===== src/rtl/trc_pkg.sv =====
package trc_pkg;
  localparam int unsigned TRC_CODE_W = 4;
  localparam logic [TRC_CODE_W-1:0] TRC_HALT_CODE = 4'hF;
endpackage


===== src/rtl/trc_phase_gen.sv =====
module trc_phase_gen (
  input  logic clk,
  input  logic rst_n,
  input  logic start_req,
  input  logic quiet,
  output logic started,
  output logic start_fire,
  output logic win_load,
  output logic cap_en,
  output logic trc_clk
);
  logic started_q, started_d;
  logic ph_q, ph_d;
  logic live_q, live_d;
  logic clk_q, clk_d;

  always_comb begin
    started_d  = started_q;
    ph_d       = ph_q;
    live_d     = live_q;
    clk_d      = 1'b0;
    start_fire = 1'b0;
    win_load   = 1'b0;
    cap_en     = 1'b0;
    if (!started_q) begin
      if (start_req) begin
        start_fire = 1'b1;
        started_d  = 1'b1;
        ph_d       = 1'b0;
        live_d     = !quiet;
        win_load   = !quiet;
      end
    end else begin
      ph_d = !ph_q;
      if (!ph_q) begin
        cap_en = 1'b1;
        live_d = live_q && !quiet;
        clk_d  = live_d;
      end else begin
        win_load = !quiet;
        live_d   = !quiet;
      end
    end
  end

  always_ff @(posedge clk or negedge rst_n) begin
    if (!rst_n) begin
      started_q <= 1'b0;
      ph_q      <= 1'b0;
      live_q    <= 1'b0;
      clk_q     <= 1'b0;
    end else begin
      started_q <= started_d;
      ph_q      <= ph_d;
      live_q    <= live_d;
      clk_q     <= clk_d;
    end
  end

  assign started = started_q;
  assign trc_clk = clk_q;
endmodule


===== src/rtl/trc_code_pair.sv =====
module trc_code_pair #(
  parameter int unsigned CODE_W = 4,
  localparam int unsigned BUS_W = 2 * CODE_W
) (
  input  logic              clk,
  input  logic              rst_n,
  input  logic [CODE_W-1:0] eff_code,
  input  logic              start_fire,
  input  logic              win_load,
  input  logic              cap_en,
  output logic [BUS_W-1:0]  bus
);
  logic [CODE_W-1:0] pend_q, pend_d;
  logic [BUS_W-1:0]  bus_q, bus_d;

  always_comb begin
    pend_d = pend_q;
    bus_d  = bus_q;
    if (start_fire) begin
      pend_d = '0;
      if (win_load) bus_d = {{CODE_W{1'b0}}, eff_code};
    end else begin
      if (cap_en)   pend_d = eff_code;
      if (win_load) bus_d  = {eff_code, pend_q};
    end
  end

  always_ff @(posedge clk or negedge rst_n) begin
    if (!rst_n) begin
      pend_q <= '0;
      bus_q  <= '0;
    end else begin
      pend_q <= pend_d;
      bus_q  <= bus_d;
    end
  end

  assign bus = bus_q;
endmodule


===== src/rtl/trc_port.sv =====
module trc_port
  import trc_pkg::*;
#(
  parameter int unsigned CODE_W = TRC_CODE_W,
  parameter logic [CODE_W-1:0] HALT_CODE = TRC_HALT_CODE,
  localparam int unsigned BUS_W = 2 * CODE_W
) (
  input  logic              clk,
  input  logic              rst_n,
  input  logic [CODE_W-1:0] stat_code,
  input  logic              halted,
  input  logic              quiet,
  input  logic              rst_proc,
  output logic              trc_clk,
  output logic [BUS_W-1:0]  trc_bus
);
  logic [CODE_W-1:0] eff_code;
  logic start_req, started, start_fire, win_load, cap_en;

  assign eff_code  = halted ? HALT_CODE : stat_code;
  assign start_req = rst_proc && (eff_code != '0);

  trc_phase_gen u_phase (
    .clk        (clk),
    .rst_n      (rst_n),
    .start_req  (start_req),
    .quiet      (quiet),
    .started    (started),
    .start_fire (start_fire),
    .win_load   (win_load),
    .cap_en     (cap_en),
    .trc_clk    (trc_clk)
  );

  trc_code_pair #(.CODE_W(CODE_W)) u_pair (
    .clk        (clk),
    .rst_n      (rst_n),
    .eff_code   (eff_code),
    .start_fire (start_fire),
    .win_load   (win_load),
    .cap_en     (cap_en),
    .bus        (trc_bus)
  );
endmodule


===== config.mk =====
export PLATFORM = sky130hd
export DESIGN_NAME = trc_port
export DESIGN_NICKNAME = d
export VERILOG_FILES = /design/src/rtl/trc_pkg.sv /design/src/rtl/trc_phase_gen.sv /design/src/rtl/trc_code_pair.sv /design/src/rtl/trc_port.sv
export SDC_FILE = /design/constraint.sdc
export NUM_CORES = 1
export LEC_CHECK = 0
export BUFFER_PORTS_ARGS = -buffer_cell sky130_fd_sc_hd__buf_2
export CORE_MARGIN = 4
export CORE_UTILIZATION = 55
export DETAILED_ROUTE_END_ITERATION = 8
export GPL_ROUTABILITY_DRIVEN = 0
export GPL_TIMING_DRIVEN = 0
export PLACE_DENSITY = 0.9
export SLEW_MARGIN = 20
export SYNTH_ARGS = -nofsm -noshare
export SYNTH_HDL_FRONTEND = slang
export SYNTH_SLANG_ARGS = --single-unit
export TNS_END_PERCENT = 50

===== constraint.sdc =====
create_clock -name clk -period 2.35 [get_ports clk]
set_input_delay 0.5875 -clock clk [delete_from_list [all_inputs] [get_ports clk]]
set_output_delay 0.5875 -clock clk [all_outputs]
set_load 0.05 [all_outputs]

---- Word level (Yosys, flattened, before mapping) ----
Cells that the tools add are included.
storage, ports and cells
  register bits ........................... 16
  input port bits ......................... 9
  output and inout port bits .............. 9
  word-level logic and storage cells ...... 34
cells by class
  mux-type cells .......................... 21
  reductions and logical operators ........ 7
operators with widths
  cell                count
  8-bit two-way mux   3
  1-bit two-way mux   15
  4-bit two-way mux   3
  2-bit nonzero test  2
  4-bit nonzero test  1
  1-bit logical AND   2
  1-bit logical NOT   2

---- Longest topological paths before layout ----
  depth in word-level cells ............... 7
  depth in mapped cells ................... 5
  depth with buffers taken out ............ 3

---- Cells and area by module ----
Synthesis repeated with hierarchy kept, for this count alone.
second synthesis, totals
  cells, all modules ...................... 68
  area total of the unflattened synthesis .. 742.0 µm²
by module, submodules not included
  module         instances  cells each  area an instance (µm²)  sequential area each (µm²)
  trc_code_pair  1          48          521.8                   300.3
  trc_phase_gen  1          15          181.4                   100.1
  trc_port       1          5           38.8                    0.0

---- Worst setup path before layout ----
No wires, ideal clock.
  path kind ............................... input port to flip-flop
  from .................................... input halted
  to ...................................... register u_pair.pend_q[0]
  library setup time ...................... 129 ps
  data arrival time ....................... 1,253 ps
  data required time ...................... 2,221 ps
  setup slack ............................. 968 ps
  stages .................................. 4
  path through ............................ buf_2 -> or3_1 -> o211ai_1 -> o31ai_1
on the way
  longest elaborated chain between the ends .. 6
  elaborated cells between the ends (all ways) .. 8
  classes of those cells .................. mux (5); reduce/logical (3)
RTL lines
  element                                                         RTL line             source
  start, declared                                                 trc_port.sv:11       input logic halted,
  4-bit two-way mux *                                             trc_port.sv:20       assign eff_code = halted ? HALT_CODE : stat_code;
  4-bit nonzero test                                              trc_port.sv:21       assign start_req = rst_proc && (eff_code != '0);
  1-bit logical AND                                               trc_port.sv:21
  1-bit two-way mux                                               trc_phase_gen.sv:26  if (start_req) begin
  1-bit two-way mux                                               trc_phase_gen.sv:25  if (!started_q) begin
  4-bit two-way mux / 2-bit nonzero test (equally long branches)  --
  end signal, assigned                                            trc_code_pair.sv:33  pend_q <= pend_d;
  end, declared                                                   trc_code_pair.sv:13  logic [CODE_W-1:0] pend_q, pend_d;
Mark *: on every way between the ends. The rest lies on a longest branch, timed or not. The select of a mux whose other input is x is not followed.
A chain may end at the register's enable or synchronous reset.

---- Final worst setup path ----
  from .................................... register u_pair.bus_q[4], in the netlist u_pair.bus[4]
  to ...................................... output trc_bus[4]
RTL lines
  element                 RTL line             source
  start, declared         trc_code_pair.sv:14  logic [BUS_W-1:0] bus_q, bus_d;
  start signal, assigned  trc_code_pair.sv:34  bus_q <= bus_d;
  end, declared           trc_port.sv:15       output logic [BUS_W-1:0] trc_bus
No word-level cell between the ends.

==> results.yml <==
floorplanning:
  die_x_um: 46.75
  die-area_um2: 2186
  num_rows: 13
  initial_core_util_pct: 61.17
  die_y_um: 46.75
  core_um2: 1350
  num_io_pins: 18
final_layout:
  fin_util_pct: 70.53
  fillCellCount: 110
  final_area_um2: 952.2
  nets: 111
  syn_to_final_growth_pct: 15.30
  layout-drive-gt1-share_pct: 29.00
  n_antenna_cell: 0
timing:
  whs_ps: 199.5
  finalMaxSlewViolations: 0
  max_freq_mhz: 673.3
  rsz0062_at_grt: "false"
  setup_viol: 0
  final.setup.tns_ps: 0
  period_needed_ps: 1485
  fin_worst_skew_ps: 1.718
  period_share_pct: 63.20
  slew_headroom_pct: 73.65
  tightest_slew_ps: 393.8
  hold_viol_final: 0
global_route:
  grt_pass1_vias: 627
  grt_antenna_before_repair: 0
  grt_pass1_wl_um: 2615
  grt.overflow.total: 0
  track_usage_pct: 17.05
  grt_max_degree: 17
power_and_ir_drop:
  p_clk_share_pct: 17.7
  combPwrFrac_pct: 37.4
  internal-power_mw: 0.4640
  leakage_nw: 0.4380
  vdd_ir_drop_max_mv: 0.5220
  switching_share_pct: 40.65
  p_seq_share_pct: 44.9
  power_switching_mw: 0.3178
  power_density_nw_per_um2: 821.0
yosys:
  synth_area_leaders: "dfrtp_1 (48%), nand2_1 (3.6%), o221ai_1 (3.2%), o21ai_0 (3.0%), o22ai_1 (3.0%)"
  syn_inst: 80
  synthTopCellsByCount: "dfrtp_1 (16), nand2_1 (8), inv_1 (5), o21ai_0 (5)"
  syn_avg_cell_area_um2: 10.32
  synth-edff-count: 0
  yosysWarnings: 0
  ys_async_sr_fraction_pct: 100.0
  synth_area_leader_cell: "dfrtp_1"
  synth_cell_types: 33
  yosysMostFrequentCell: "dfrtp_1"
  synth.ff_latch_count: 16
  ys.flop_type: "dfrtp_1"
  syn_area_um2: 825.8
  syn_nets: 89
  synth_top_area_share_pct: 48.48
  synth_seq_area_share_pct: 48.48
clock_tree:
  cts_made_buffers: 3
  cts_tree: "yes"
  cts_setup_buffers: 0
  clockBufferDepth: 2
  path_clk_slew_ps: 90
  cts.sinks: 16
  clkLatencyLatePin_ps: 280
  cts_hold_buffers: 0
  cts_max_level: 1
  cts_resized: 0
  clock_tree.root_cell: "clkbuf_4"
setup_path:
  critPathCaptureType: "output pin"
  worstPathCellList: "buf_2"
  path_max_fanout: 2
  cp_num_buf_inv: 1
  worstPathRequired_ps: 1760
  startpoint_type: "register"
  cp_slowest_cell: "dfrtp_1"
  rr_worst_depth: 4
  cp_top_family: "flip-flops"
  rr_endpoint: "u_pair.bus[3]"
  arrival_ps: 900
  cpPeakStageDelay_ps: 360
  rrSetupSlack_ps: 1000
  path_class: "register to output pin"
  timing.rr.start: "u_phase.started"
drt:
  final_antenna_net_count: 0
  via_count: 672
  routedWlPerCell_um: 14.06
  vias_per_cell: 5.843
  drc: 0
  drtIter0Drc: 13
  first_pass_iters: 4
  drt_wl_total_um: 1617
placement:
  placed_cell_area_um2: 929.6
  io_buffers: 17
  hpwl_um: 1248
hold_path:
  hp-class: "primary input to asynchronous set/reset pin"
job:
  cap_viol_max_count: 0
run_status:
  status: "finished clean"
## metrics by stage
stage / total power, mW / std cells / worst slack [ps]
6_report: 0.7818 / 115 / 864.8
2_1_floorplan: 0.5729 / 80 / 968.2
5_1_grt: 0.8177 / 115 / 831.4
3_3_place_gp: 0.6441 / 112 / 780.7
3_5_place_dp: 0.6501 / 112 / 762.6
4_1_cts: 0.7862 / 115 / 855.3
## cell families after synthesis
| logic type | Yosys count | synth area share [%] |
|---|---|---|
| AOI/OAI and AO/OA | 27 | 25.00 |
| DFF | 16 | 48.48 |
| buffers and inverters | 10 | 6.364 |
| and+or+nand+nor | 27 | 20.15 |
## power groups by stage
stage	Clock [mW]	Combinational (mW)	Sequential [mW]
6_report	0.139	0.292	0.351
2_1_floorplan	0	0.0905	0.482
3_5_place_dp	0	0.294	0.356
5_1_grt	0.146	0.314	0.357
4_1_cts	0.141	0.294	0.351
3_3_place_gp	0	0.290	0.354
## cell usage in the layout (no fill, tap or decap)
cell type,instances
dfrtp_1,16
o211ai_1,3
and3b_1,1
o31ai_1,3
nor3b_4,1
nand2b_1,2
clkbuf_4,3
o21ai_0,5
o22ai_1,4
nor4b_1,1
nand2_1,8
buf_2,19
o21bai_1,1
a21o_1,1
inv_1,5
a21oi_1,1
a21boi_2,1
o221ai_1,3
a21boi_4,1
or2_1,1
nor3_4,1
nor3_1,2
or3_1,3
o32a_1,1
nor2_1,4
buf_6,1
o32ai_1,1
a221o_1,1
clkbuf_2,1
nor4_1,1
nand3b_1,1
nor3b_1,1
buf_4,1
a31oi_1,1
## worst reg2reg max path: stages, from the launching register on
cell and delay (ps):
dfrtp_1 380, buf_6 140, nor4b_1 310, a31oi_1 80, o32a_1 330
## per-layer routing
layer	part of all wire, %	vias to the layer above	wire, µm	track usage [%]
li1	-	337	-	-
met1	46	313	746	22.65
met2	47	20	765	25.82
met3	5.1	2	82	1.916
met4	1.4	0	23	12.15
met5	0	-	0	0
## area by class of cell
type | count | area (µm²) | share of cell area [%]
inverters | 5 | 18.77 | 1.971
clock buffers | 3 | 22.52 | 2.365
plain buffers | 5 | 33.78 | 3.548
multi-input cells | 54 | 372.9 | 39.16
flip-flops and latches | 16 | 400.4 | 42.05
well taps | 15 | 18.77 | 1.971
repair buffers | 17 | 85.08 | 8.936
## worst max-delay path by stage
stage             startpoint          endpoint  slack, ps  cells after the start
2_1_floorplan         halted  u_pair.pend_q[0]        970                      4
3_5_place_dp    stat_code[3]     u_pair.bus[3]        760                      4
5_1_grt        u_pair.bus[6]        trc_bus[6]        830                      1
4_1_cts        u_pair.bus[4]        trc_bus[4]        860                      1
3_3_place_gp    stat_code[1]   u_phase.started        780                      4
6_report       u_pair.bus[4]        trc_bus[4]        860                      1
## flip-flops by register name (all words and copies together) (netlist names)
name / cells
u_pair.bus: 8
u_pair.pend_q: 4
u_phase.live_q: 1
u_phase.ph_q: 1
u_phase.started: 1
u_phase.trc_clk: 1
Power figures use the tool's default switching activity.
